<file path="src/rtl/nand_seq_pkg.sv">
package nand_seq_pkg;
   localparam int TCNT_W = 8;

   typedef enum logic [1:0] {
      KIND_CMD  = 2'd0,
      KIND_ADDR = 2'd1,
      KIND_RD   = 2'd2,
      KIND_WR   = 2'd3
   } kind_e;

   typedef enum logic [2:0] {
      PH_IDLE, PH_DLY, PH_SETUP, PH_STROBE, PH_HOLD, PH_HIZ
   } phase_e;

   typedef struct packed {
      logic [TCNT_W-1:0] hiz;
      logic [TCNT_W-1:0] hold;
      logic [TCNT_W-1:0] strobe;
      logic [TCNT_W-1:0] setup;
   } tset_t;

   localparam logic [TCNT_W-1:0] TFIELD_RST = TCNT_W'(8'h0A);
endpackage

</file>
<file path="src/rtl/nand_seq_cfg.sv">
module nand_seq_cfg
   import nand_seq_pkg::*;
#(
   parameter int DLY_W = 4
) (
   input  logic             clk,
   input  logic             rst_n,
   input  logic             ctl_load,
   input  logic             ctl_bank_en,
   input  logic             ctl_wait_en,
   input  logic             ctl_wide,
   input  logic             tim_load,
   input  tset_t            tim_data,
   input  tset_t            tim_ctl,
   input  logic [DLY_W-1:0] tim_cle_re,
   input  logic [DLY_W-1:0] tim_ale_re,
   output logic             bank_q,
   output logic             wait_q,
   output logic             wide_q,
   output tset_t            data_q,
   output tset_t            ctl_q,
   output logic [DLY_W-1:0] cle_re_q,
   output logic [DLY_W-1:0] ale_re_q
);
   localparam tset_t SET_RST = '{hiz: TFIELD_RST, hold: TFIELD_RST,
                                 strobe: TFIELD_RST, setup: TFIELD_RST};

   always_ff @(posedge clk or negedge rst_n) begin
      if (!rst_n) begin
         bank_q <= 1'b0;
         wait_q <= 1'b0;
         wide_q <= 1'b0;
      end else if (ctl_load) begin
         bank_q <= ctl_bank_en;
         wait_q <= ctl_wait_en;
         wide_q <= ctl_wide;
      end
   end

   always_ff @(posedge clk or negedge rst_n) begin
      if (!rst_n) begin
         data_q   <= SET_RST;
         ctl_q    <= SET_RST;
         cle_re_q <= '1;
         ale_re_q <= '1;
      end else if (tim_load) begin
         data_q   <= tim_data;
         ctl_q    <= tim_ctl;
         cle_re_q <= tim_cle_re;
         ale_re_q <= tim_ale_re;
      end
   end
endmodule

</file>
<file path="src/rtl/nand_phase_ctr.sv">
module nand_phase_ctr #(
   parameter int W = 8
) (
   input  logic         clk,
   input  logic         rst_n,
   input  logic         load,
   input  logic [W-1:0] load_val,
   input  logic         freeze,
   output logic         done
);
   logic [W-1:0] cnt_q;

   always_ff @(posedge clk or negedge rst_n) begin
      if (!rst_n)
         cnt_q <= '0;
      else if (load)
         cnt_q <= load_val;
      else if (!freeze && cnt_q != '0)
         cnt_q <= cnt_q - W'(1);
   end

   assign done = (cnt_q == '0);
endmodule

</file>
<file path="src/rtl/nand_seq_fsm.sv">
module nand_seq_fsm
   import nand_seq_pkg::*;
#(
   parameter int CS_W  = 1,
   parameter int DQ_W  = 16,
   parameter int DLY_W = 4
) (
   input  logic              clk,
   input  logic              rst_n,
   input  logic              bank_en,
   input  logic              wait_en,
   input  logic              nand_rb,
   input  logic              req_valid,
   input  kind_e             req_kind,
   input  logic [CS_W-1:0]   req_cs,
   input  logic              req_narrow,
   input  logic [DQ_W-1:0]   req_wdata,
   input  tset_t             data_set,
   input  tset_t             ctl_set,
   input  logic [DLY_W-1:0]  cle_re,
   input  logic [DLY_W-1:0]  ale_re,
   input  logic              ctr_done,
   output logic              req_ready,
   output phase_e            phase_q,
   output kind_e             kind_q,
   output logic [CS_W-1:0]   cs_q,
   output logic              narrow_q,
   output logic [DQ_W-1:0]   wdata_q,
   output logic              ctr_load,
   output logic [TCNT_W-1:0] ctr_val,
   output logic              ctr_freeze,
   output logic              strobe_end
);
   kind_e             last_q;
   kind_e             eff_kind;
   tset_t             tset;
   phase_e            ph_nxt;
   logic              accept;
   logic              advance;
   logic              drives_bus;
   logic [TCNT_W-1:0] dly;
   logic [TCNT_W-1:0] len;

   function automatic logic [TCNT_W-1:0] at_least_one(input logic [TCNT_W-1:0] v);
      return (v == '0) ? TCNT_W'(1) : v;
   endfunction

   assign req_ready  = bank_en && (phase_q == PH_IDLE);
   assign accept     = req_valid && req_ready;
   assign ctr_freeze = (phase_q == PH_STROBE) && wait_en && !nand_rb;
   assign advance    = (phase_q != PH_IDLE) && ctr_done && !ctr_freeze;
   assign strobe_end = (phase_q == PH_STROBE) && advance;

   assign eff_kind   = (phase_q == PH_IDLE) ? req_kind : kind_q;
   assign tset       = (eff_kind == KIND_RD || eff_kind == KIND_WR) ? data_set : ctl_set;
   assign drives_bus = (eff_kind != KIND_RD);

   always_comb begin
      dly = '0;
      if (eff_kind == KIND_RD) begin
         if (last_q == KIND_CMD)
            dly = TCNT_W'(cle_re);
         else if (last_q == KIND_ADDR)
            dly = TCNT_W'(ale_re);
      end
   end

   always_comb begin
      ph_nxt = phase_q;
      if (accept) begin
         ph_nxt = (dly != '0) ? PH_DLY : PH_SETUP;
      end else if (advance) begin
         case (phase_q)
            PH_DLY:    ph_nxt = PH_SETUP;
            PH_SETUP:  ph_nxt = PH_STROBE;
            PH_STROBE: ph_nxt = PH_HOLD;
            PH_HOLD:   ph_nxt = (drives_bus && tset.hiz != '0) ? PH_HIZ : PH_IDLE;
            default:   ph_nxt = PH_IDLE;
         endcase
      end
   end

   always_comb begin
      case (ph_nxt)
         PH_DLY:    len = dly;
         PH_SETUP:  len = at_least_one(tset.setup);
         PH_STROBE: len = at_least_one(tset.strobe);
         PH_HOLD:   len = at_least_one(tset.hold);
         PH_HIZ:    len = tset.hiz;
         default:   len = TCNT_W'(1);
      endcase
   end

   assign ctr_load = (ph_nxt != phase_q);
   assign ctr_val  = len - TCNT_W'(1);

   always_ff @(posedge clk or negedge rst_n) begin
      if (!rst_n) begin
         phase_q  <= PH_IDLE;
         kind_q   <= KIND_RD;
         last_q   <= KIND_RD;
         cs_q     <= '0;
         narrow_q <= 1'b0;
         wdata_q  <= '0;
      end else begin
         phase_q <= ph_nxt;
         if (accept) begin
            kind_q   <= req_kind;
            cs_q     <= req_cs;
            narrow_q <= req_narrow;
            wdata_q  <= req_wdata;
         end
         if (advance && ph_nxt == PH_IDLE)
            last_q <= kind_q;
      end
   end
endmodule

</file>
<file path="src/rtl/nand_pin_drv.sv">
module nand_pin_drv
   import nand_seq_pkg::*;
#(
   parameter int NUM_CS = 2,
   parameter int CS_W   = 1,
   parameter int DQ_W   = 16
) (
   input  logic              clk,
   input  logic              rst_n,
   input  phase_e            phase_q,
   input  kind_e             kind_q,
   input  logic [CS_W-1:0]   cs_q,
   input  logic              narrow_q,
   input  logic              wide_q,
   input  logic [DQ_W-1:0]   wdata_q,
   input  logic              strobe_end,
   input  logic [DQ_W-1:0]   dq_i,
   output logic [NUM_CS-1:0] ce_n,
   output logic              cle,
   output logic              ale,
   output logic              we_n,
   output logic              re_n,
   output logic [DQ_W-1:0]   dq_o,
   output logic              dq_oe,
   output logic              rsp_valid,
   output logic [DQ_W-1:0]   rsp_rdata
);
   localparam logic [DQ_W-1:0] BYTE_MASK = DQ_W'(8'hFF);

   logic            active;
   logic            is_read;
   logic            is_data;
   logic            wide_eff;
   logic [DQ_W-1:0] mask;

   assign active   = (phase_q != PH_IDLE);
   assign is_read  = (kind_q == KIND_RD);
   assign is_data  = (kind_q == KIND_RD) || (kind_q == KIND_WR);
   assign wide_eff = wide_q && !narrow_q && is_data;

   generate
      if (DQ_W > 8) begin : g_dq_wide
         assign mask = wide_eff ? '1 : BYTE_MASK;
      end else begin : g_dq_byte
         assign mask = '1;
      end

      for (genvar i = 0; i < NUM_CS; i++) begin : g_ce
         assign ce_n[i] = !(active && cs_q == CS_W'(i));
      end
   endgenerate

   assign cle   = active && (kind_q == KIND_CMD);
   assign ale   = active && (kind_q == KIND_ADDR);
   assign we_n  = !((phase_q == PH_STROBE) && !is_read);
   assign re_n  = !((phase_q == PH_STROBE) && is_read);
   assign dq_oe = active && !is_read;
   assign dq_o  = wdata_q & mask;

   always_ff @(posedge clk or negedge rst_n) begin
      if (!rst_n) begin
         rsp_valid <= 1'b0;
         rsp_rdata <= '0;
      end else begin
         rsp_valid <= strobe_end && is_read;
         if (strobe_end && is_read)
            rsp_rdata <= dq_i & mask;
      end
   end
endmodule

</file>
<file path="src/rtl/nand_cycle_seq.sv">
module nand_cycle_seq
   import nand_seq_pkg::*;
#(
   parameter int NUM_CS = 2,
   parameter int DQ_W   = 16,
   parameter int DLY_W  = 4,
   localparam int CS_W  = (NUM_CS > 1) ? $clog2(NUM_CS) : 1,
   localparam int TSET_W = 4 * TCNT_W
) (
   input  logic              clk,
   input  logic              rst_n,
   input  logic              ctl_load,
   input  logic              ctl_bank_en,
   input  logic              ctl_wait_en,
   input  logic              ctl_wide,
   input  logic              tim_load,
   input  logic [TSET_W-1:0] tim_data,
   input  logic [TSET_W-1:0] tim_ctl,
   input  logic [DLY_W-1:0]  tim_cle_re,
   input  logic [DLY_W-1:0]  tim_ale_re,
   input  logic              req_valid,
   output logic              req_ready,
   input  logic [1:0]        req_kind,
   input  logic [CS_W-1:0]   req_cs,
   input  logic              req_narrow,
   input  logic [DQ_W-1:0]   req_wdata,
   output logic              rsp_valid,
   output logic [DQ_W-1:0]   rsp_rdata,
   output logic [NUM_CS-1:0] nand_ce_n,
   output logic              nand_cle,
   output logic              nand_ale,
   output logic              nand_we_n,
   output logic              nand_re_n,
   output logic [DQ_W-1:0]   nand_dq_o,
   output logic              nand_dq_oe,
   input  logic [DQ_W-1:0]   nand_dq_i,
   input  logic              nand_rb
);
   generate
      if (DQ_W != 8 && DQ_W != 16) begin : g_bad_dq
         $error("nand_cycle_seq: DQ_W must be 8 or 16");
      end
      if (NUM_CS < 1 || NUM_CS > 8) begin : g_bad_cs
         $error("nand_cycle_seq: NUM_CS must be 1 to 8");
      end
      if (DLY_W < 1 || DLY_W > TCNT_W) begin : g_bad_dly
         $error("nand_cycle_seq: DLY_W must be 1 to TCNT_W");
      end
   endgenerate

   logic              bank_q, wait_q, wide_q;
   tset_t             data_q, ctl_q;
   logic [DLY_W-1:0]  cle_re_q, ale_re_q;
   phase_e            phase_q;
   kind_e             kind_q;
   logic [CS_W-1:0]   cs_q;
   logic              narrow_q;
   logic [DQ_W-1:0]   wdata_q;
   logic              ctr_load, ctr_freeze, ctr_done, strobe_end;
   logic [TCNT_W-1:0] ctr_val;

   nand_seq_cfg #(.DLY_W(DLY_W)) u_cfg (
      .clk        (clk),
      .rst_n      (rst_n),
      .ctl_load   (ctl_load),
      .ctl_bank_en(ctl_bank_en),
      .ctl_wait_en(ctl_wait_en),
      .ctl_wide   (ctl_wide),
      .tim_load   (tim_load),
      .tim_data   (tset_t'(tim_data)),
      .tim_ctl    (tset_t'(tim_ctl)),
      .tim_cle_re (tim_cle_re),
      .tim_ale_re (tim_ale_re),
      .bank_q     (bank_q),
      .wait_q     (wait_q),
      .wide_q     (wide_q),
      .data_q     (data_q),
      .ctl_q      (ctl_q),
      .cle_re_q   (cle_re_q),
      .ale_re_q   (ale_re_q)
   );

   nand_seq_fsm #(.CS_W(CS_W), .DQ_W(DQ_W), .DLY_W(DLY_W)) u_fsm (
      .clk       (clk),
      .rst_n     (rst_n),
      .bank_en   (bank_q),
      .wait_en   (wait_q),
      .nand_rb   (nand_rb),
      .req_valid (req_valid),
      .req_kind  (kind_e'(req_kind)),
      .req_cs    (req_cs),
      .req_narrow(req_narrow),
      .req_wdata (req_wdata),
      .data_set  (data_q),
      .ctl_set   (ctl_q),
      .cle_re    (cle_re_q),
      .ale_re    (ale_re_q),
      .ctr_done  (ctr_done),
      .req_ready (req_ready),
      .phase_q   (phase_q),
      .kind_q    (kind_q),
      .cs_q      (cs_q),
      .narrow_q  (narrow_q),
      .wdata_q   (wdata_q),
      .ctr_load  (ctr_load),
      .ctr_val   (ctr_val),
      .ctr_freeze(ctr_freeze),
      .strobe_end(strobe_end)
   );

   nand_phase_ctr #(.W(TCNT_W)) u_ctr (
      .clk     (clk),
      .rst_n   (rst_n),
      .load    (ctr_load),
      .load_val(ctr_val),
      .freeze  (ctr_freeze),
      .done    (ctr_done)
   );

   nand_pin_drv #(.NUM_CS(NUM_CS), .CS_W(CS_W), .DQ_W(DQ_W)) u_pins (
      .clk       (clk),
      .rst_n     (rst_n),
      .phase_q   (phase_q),
      .kind_q    (kind_q),
      .cs_q      (cs_q),
      .narrow_q  (narrow_q),
      .wide_q    (wide_q),
      .wdata_q   (wdata_q),
      .strobe_end(strobe_end),
      .dq_i      (nand_dq_i),
      .ce_n      (nand_ce_n),
      .cle       (nand_cle),
      .ale       (nand_ale),
      .we_n      (nand_we_n),
      .re_n      (nand_re_n),
      .dq_o      (nand_dq_o),
      .dq_oe     (nand_dq_oe),
      .rsp_valid (rsp_valid),
      .rsp_rdata (rsp_rdata)
   );
endmodule

</file>
<file path="config.mk">
export PLATFORM = sky130hd
export DESIGN_NAME = nand_cycle_seq
export DESIGN_NICKNAME = d
export VERILOG_FILES = /design/src/rtl/nand_seq_pkg.sv /design/src/rtl/nand_seq_cfg.sv /design/src/rtl/nand_phase_ctr.sv /design/src/rtl/nand_seq_fsm.sv /design/src/rtl/nand_pin_drv.sv /design/src/rtl/nand_cycle_seq.sv
export SDC_FILE = /design/constraint.sdc
export NUM_CORES = 1
export LEC_CHECK = 0
export ABC_AREA = 1
export CORE_ASPECT_RATIO = 1.1
export CORE_MARGIN = 2
export CORE_UTILIZATION = 46
export CTS_CLUSTER_DIAMETER = 60
export DETAILED_ROUTE_END_ITERATION = 6
export GPL_TIMING_DRIVEN = 0
export PLACE_DENSITY = 0.73
export SLEW_MARGIN = 20
export SYNTH_ARGS = -nofsm -noshare
export SYNTH_HDL_FRONTEND = slang
export SYNTH_HIERARCHICAL = 1
export SYNTH_SLANG_ARGS = --single-unit
</file>
<file path="constraint.sdc">
create_clock -name clk -period 2.91 [get_ports clk]
set_input_delay 0.582 -clock clk [delete_from_list [all_inputs] [get_ports clk]]
set_output_delay 0.582 -clock clk [all_outputs]
set_load 0.05 [all_outputs]
</file>
* After elaboration in Yosys (flattened, before gate mapping)
Index checks and enable logic that the tools add are counted.
Word-level totals: register bits 125, input bits 117, output and inout bits 41
Cells by class: $add $sub $neg 2, eq/ne operators 17, multiplexer cells 17, bitwise operators 3, reduce and logical (&&, ||, !) cells 43
Operator list (number):
- $mux W8 | 7
- $pmux W8 S5 | 1
- $and A16 B16 Y16 | 2
- $logic_not A8 Y1 | 4
- $mux W32 | 1
- $reduce_bool A8 Y1 | 3
- $logic_and A1 B1 Y1 | 20
- $mux W16 | 1
- $sub A8 B1 Y8 const B | 2
- $eq A3 B2 Y1 const B | 4
- $pmux W3 S4 | 1
- $eq A3 B3 Y1 const B | 3
- $mux W3 | 3
- $eq A2 B2 Y1 const B | 4
- $logic_not A1 Y1 | 8
- $eq A3 B1 Y1 const B | 2
- $logic_not A3 Y1 | 2
- $eq A2 B1 Y1 const B | 2
- $logic_not A2 Y1 | 2
- $mux W2 | 2
- $mux W4 | 1
- $ne A3 B3 Y1 | 1
- $reduce_bool A3 Y1 | 1
- $logic_or A1 B1 Y1 | 2
- 3 further kinds | 3

* Longest topological paths before layout
depth after elaboration 15, depth in mapped cells 30

* Hierarchy
The synthesis kept the hierarchy.
Modules (own cells, without submodules):
- nand_seq_cfg | times used 1, cells an instance 317, area an instance 2891.5 µm², sequential area each 1906.8 µm²
- nand_seq_fsm | times used 1, cells an instance 412, area an instance 2632.5 µm², sequential area each 628.1 µm²
- nand_pin_drv | times used 1, cells an instance 114, area an instance 925.9 µm², sequential area each 425.4 µm²
- nand_phase_ctr | times used 1, cells an instance 86, area an instance 614.3 µm², sequential area each 200.2 µm²

* Worst setup path before layout
OpenSTA, ideal clock, no wires.
kind reg-to-reg, from register u_fsm.phase_q[1], to register u_ctr.cnt_q[4], library setup time 118 ps, data arrival time 3249 ps, required time 2792 ps, slack -457 ps, stages on the path, launching flop included 25, buffers on the path 2, clock period less this slack 3367 ps, cells stage by stage dfrtp_1 buf_2 nor2_8 nand2_8 nor2_2 nand2_1 inv_1 nand3_1 nor2_2 nor2_4 buf_4 nand3_4 o21ai_0 nor2_1 nand2_2 inv_1 ha_1 inv_1 nor3_2 nand2_1 xor2_1 nand2_1 nand2_1 nand2_1 o21ai_2
On the way: elaborated cells on any way between the ends 45, classes of those cells add/sub: 1; eq/ne: 13; mux: 13; reduce/logical: 18
RTL lines:
- start: declaration | RTL line nand_seq_fsm.sv:24 | output phase_e phase_q,
- start signal: assignment | RTL line nand_seq_fsm.sv:106 | phase_q <= ph_nxt;
- $logic_not A3 Y1 (*) | RTL line nand_seq_fsm.sv:48 | assign req_ready = bank_en && (phase_q == PH_IDLE);
- $logic_and A1 B1 Y1 (*) | RTL line nand_seq_fsm.sv:48
- via req_ready | RTL line nand_cycle_seq.sv:22 | output logic req_ready,
- $logic_and A1 B1 Y1 (*) | RTL line nand_seq_fsm.sv:49 | assign accept = req_valid && req_ready;
- $mux W3 (*) | RTL line nand_seq_fsm.sv:70 | if (accept) begin
- $eq A3 B3 Y1 (tied with other cells) | RTL line nand_seq_fsm.sv:84 | case (ph_nxt)
- $pmux W8 S5 (*) | RTL line nand_seq_fsm.sv:84
- $sub A8 B1 Y8 (*) | RTL line nand_seq_fsm.sv:95 | assign ctr_val = len - TCNT_W'(1);
- via ctr_val[4] | RTL line nand_cycle_seq.sv:60 | logic [TCNT_W-1:0] ctr_val;
- $mux W8 (*) | RTL line nand_phase_ctr.sv:16 | else if (load)
- end signal: assignment | RTL line nand_phase_ctr.sv:17 | cnt_q <= load_val;
- end signal: assignment | RTL line nand_phase_ctr.sv:19 | cnt_q <= cnt_q - W'(1);
- end: declaration | RTL line nand_phase_ctr.sv:11 | logic [W-1:0] cnt_q;
The timed path passes the listed nets; every way through them passes the cells marked *. A chain may end at the register's enable or synchronous reset.

* Worst setup path after layout
from register u_fsm.phase_q[1], to register u_ctr.cnt_q[4]
On the way: cells in the longest elaborated chain, start to end 15, elaborated cells on any way between the ends 45, classes of those cells add/sub: 1; eq/ne: 13; mux: 13; reduce/logical: 18
RTL lines:
- $logic_not A3 Y1 | RTL line nand_seq_fsm.sv:48, nand_seq_fsm.sv:54
- $mux W2 | RTL line nand_seq_fsm.sv:54 | assign eff_kind = (phase_q == PH_IDLE) ? req_kind : kind_q;
- $eq A2 B2 Y1 (on tied branches) | RTL line nand_seq_fsm.sv:55, nand_seq_fsm.sv:60
- $logic_or A1 B1 Y1 | RTL line nand_seq_fsm.sv:55 | assign tset = (eff_kind == KIND_RD || eff_kind == KIND_WR) ? data_set : ctl_set;
- $mux W32 | RTL line nand_seq_fsm.sv:55
- $reduce_bool A8 Y1 | RTL line nand_seq_fsm.sv:77 | PH_HOLD: ph_nxt = (drives_bus && tset.hiz != '0) ? PH_HIZ : PH_IDLE;
- $logic_and A1 B1 Y1 | RTL line nand_seq_fsm.sv:77
- $mux W3 | RTL line nand_seq_fsm.sv:77
- $pmux W3 S4 | RTL line nand_seq_fsm.sv:73 | case (phase_q)
- $mux W3 | RTL line nand_seq_fsm.sv:72 | end else if (advance) begin
- $mux W3 | RTL line nand_seq_fsm.sv:70
- $eq A3 B3 Y1 (tied with other cells) | RTL line nand_seq_fsm.sv:84
- $pmux W8 S5 (*) | RTL line nand_seq_fsm.sv:84
- $sub A8 B1 Y8 (*) | RTL line nand_seq_fsm.sv:95
- via ctr_val[4] | RTL line nand_cycle_seq.sv:60
- $mux W8 (*) | RTL line nand_phase_ctr.sv:16
Marks and branches as above.

==> results.sh <==
export IMPL_run_status="complete, but fails checks"
export IMPL_violations="setup timing"
export IMPL_cts_num_sinks=125
export IMPL_postSynth_asyncResetShare_pct=100.0
export IMPL_cellLeakagePower_nw=5.364
export IMPL_delay_of_the_slowest_cell_on_the_worst_path_ns=0.39
export IMPL_fin_hold_ws_ns=0.1193
export IMPL_hold_path_class="in2async"
export IMPL_critPathCaptureType="flop"
export IMPL_post_route_drc_count=0
export IMPL_synthesis_instances=929
export IMPL_dp_final_hpwl_um=13240
export IMPL_synth_enable_flop_cells=0
export IMPL_detailedRoute_firstIterationViolations=415
export IMPL_final_layout_size_suffix_gt1_share_pct=24.53
export IMPL_synthTopCellsByCount="nand2_1 (460), dfrtp_1 (99), inv_1 (74)"
export IMPL_totalWireLength_um=19420
export IMPL_totalPowerFinal_mw=9.350
export IMPL_cp_slowest_cell="dfrtp_1"
export IMPL_syn_nets=1049
export IMPL_numPlacedInstances=1282
export IMPL_critical_path_required_ns=3.21
export IMPL_grt_usage_pct=24.10
export IMPL_syn_to_final_growth_pct=46.26
export IMPL_final_hold_violation_count=0
export IMPL_rr_startpoint="u_fsm/phase_q[1]"
export IMPL_detailroute_via_count=6864
export IMPL_worstPathArrival_ns=3.55
export IMPL_cts_reportedPaths_clkPinSlew_ns=0.05
export IMPL_clock_fmax_mhz=307.6
export IMPL_final_net_count=1281
export IMPL_clk_path_buf_depth=2
export IMPL_post_synth_top_area_cell="dfrtp_1"
export IMPL_grtUsageMet3_pct=4.847
export IMPL_synth_seq_cells=125
export IMPL_timing_clock_skew_ns=0.006557
export IMPL_antenna_left=0
export IMPL_r2r_end="u_ctr/cnt_q[4]"
export IMPL_antenna_diode_count=0
export IMPL_fp_dieH_um=134.0
export IMPL_num_rows=47
export IMPL_yosysMostFrequentCell="nand2_1"
export IMPL_synth_avg_cell_area_um2=7.604
export IMPL_vias_per_cell=5.010
export IMPL_grt_start_max_net_pins=69
export IMPL_setup_viol=7
export IMPL_buffer_ports_inserted=156
export IMPL_cts_htree_levels=4
export IMPL_worst_slew_pin_slew_ns=0.5377
export IMPL_worst_r2r_cell_count=29
export IMPL_grt_util_met1_pct=29.53
export IMPL_grt_most_used_layer="met2"
export IMPL_timing_final_crit_share_pct=111.7
export IMPL_synth_top_cell_area_share_pct=35.07
export IMPL_seq_area_frac_synth_pct=44.74
export IMPL_unrepaired_setup_endpoints_after_global_routing="true"
export IMPL_first_global_vias=6651
export IMPL_drv_max_cap_violation_count=0
export IMPL_peakVddDrop_v=0.0005404
export IMPL_start_util_pct=46.92
export IMPL_critPathMaxFanout=7
export IMPL_post_route_min_period_ns=3.251
export IMPL_routed_wire_length_per_instance_um=14.17
export IMPL_ys_top_cells_by_area="dfrtp_1 (35%), nand2_1 (24%), dfstp_2 (9.7%)"
export IMPL_finalCoreUtilization_pct=68.63
export IMPL_synthesis_yosys_warnings=6
export IMPL_clock_tree_root_cell="clkbuf_16"
export IMPL_setup_worst_path_class="reg2reg"
export IMPL_fin_ws_ns=-0.3405
export IMPL_clk_latency_ns=0.42
export IMPL_crit_path_frequent_cell="nand2_2"
export IMPL_hold_fix_buffer_count_after_cts=0
export IMPL_design_core_area_um2=15050
export IMPL_filler_cell_count=1218
export IMPL_met2_usage_pct=40.94
export IMPL_io_pin_count=158
export IMPL_setup_reg_to_reg_worst_slack_ns=-0.34
export IMPL_startpoint_type="flop"
export IMPL_drtPass1Iterations=7
export IMPL_numCtsBuffers=17
export IMPL_globalRoute_totalOverflow=0
export IMPL_maxSlewHeadroom_pct=64.15
export IMPL_post_synth_instance_area_um2=7064
export IMPL_grt_first_pass_wirelength_um=31010
export IMPL_floorplan_die_area_um2=16370
export IMPL_tritoncts="yes"
export IMPL_ys_types=46
export IMPL_antenna_violations_before_repair=0
export IMPL_pre_cts_slack_ns=-1.003
export IMPL_synth_ff_type="dfrtp_1"
export IMPL_fp_dieW_um=122.2
export IMPL_gp_congestion=0.9534
export IMPL_layoutNonFillerInstCount=1370
export IMPL_powerDensity_nw_per_um2=905.0
export IMPL_timing_final_max_slew_violations=0
placed cells by master, fill, tap and decap left out, types with 3 or more instances in the layout:
master / n
buf_2: 9
buf_4: 57
buf_6: 22
bufinv_16: 4
clkbuf_1: 6
clkbuf_16: 17
clkbuf_8: 4
clkdlybuf4s50_1: 142
clkinvlp_4: 3
dfrtp_1: 97
dfstp_2: 26
dlygate4sd2_1: 4
dlymetal6s2s_1: 9
inv_1: 66
inv_2: 11
inv_4: 4
mux2i_1: 5
nand2_1: 441
nand2_2: 27
nand2_4: 11
nand2_8: 6
nand3_1: 25
nand3_2: 14
nand3_4: 6
nand3b_1: 4
nand4_1: 23
nor2_1: 27
nor2_2: 11
nor2_4: 13
nor3_1: 3
o21ai_0: 12
o21ai_1: 8
o21ai_2: 13
or2_2: 6
logic make-up after synthesis:
family                   Yosys count  synth area share (%)
flip-flops                       125                 44.74
multiplexers                       5                0.7085
adder cells (fa/ha/maj)            3                0.5314
XOR/XNOR                           3                0.3720
AO/OA/AOI/OAI                     44                 4.109
AND/OR/NAND/NOR                  626                 40.74
buffers and inverters            123                 8.803
how the worst max path moves through the flow:
stage | from | endpoint | slack (ns) | cells after the start
detailed placement | req_kind[1] | u_ctr/cnt_q[4] | -1.00 | 21
CTS | u_fsm/phase_q[1] | u_ctr/cnt_q[4] | -0.28 | 30
global route | u_fsm/phase_q[1] | u_ctr/cnt_q[4] | -0.53 | 29
floorplan | u_fsm/phase_q[1] | u_ctr/cnt_q[4] | -0.06 | 24
global placement | rst_n | u_cfg/data_q[29] | -3.56 | 1
finish | u_fsm/phase_q[1] | u_ctr/cnt_q[4] | -0.34 | 29
worst max-delay path, delay by kind of cell (launching register included):
| family | cells | cell delay, ns |
|---|---|---|
| buffers and inverters | 5 | 0.57 |
| AO/OA/AOI/OAI | 1 | 0.05 |
| AND/OR/NAND/NOR | 21 | 1.83 |
| adder cells (fa/ha/maj) | 1 | 0.13 |
| flip-flops | 1 | 0.39 |
| XOR/XNOR | 1 | 0.14 |
state kept, by name, indices dropped and copies added (netlist names), 2 cells and up:
| signal | cells |
|---|---|
| u_cfg/ctl_q | 32 |
| u_cfg/cle_re_q | 4 |
| u_fsm/wdata_q | 16 |
| u_cfg/ale_re_q | 4 |
| u_ctr/cnt_q | 8 |
| u_fsm/phase_q | 3 |
| u_cfg/data_q | 32 |
| u_fsm/last_q | 2 |
| u_pins/rsp_rdata | 16 |
| u_fsm/kind_q | 2 |
metal layers:
layer	share of wire, %	routed length [um]
met5	0	0
met2	49	9459
met3	6.6	1291
met4	4.2	817
met1	40	7846
per-stage QoR:
step                      area, um2  setup TNS [ns]
after floorplan                7113        -0.05933
after CTS                     10070          -1.349
final                         10330          -1.839
after detailed placement       8949          -6.570
after global placement         8920         -409.94
after global routing          10330          -2.929
cell type report:
class                      count  area [um2]  area share, %
buffer                        40       331.6          3.209
clock buffer                  22       474.2          4.589
clock inverter                10       161.4          1.562
inverter                      83       326.6          3.161
multi-input combinational    681        3556          34.42
sequential                   125        3163          30.61
tap                          196       245.2          2.373
timing repair buffer         213        2074          20.08
timing repair:
action                     in CTS  in global routing
gates resized for setup        52                 52
pin swaps                      45                 45
buffers inserted               42                 16
setup endpoints to repair      16                 17
cloned                          0                  2
report_power, final:
group / internal (mW) / leakage, nW / switching [mW]
combinational: 2.05 / 3.53 / 2.81
sequential: 2.03 / 1.53 / 0.204
clock: 1.50 / 0.302 / 0.750
(Power assumes the default switching activity.)
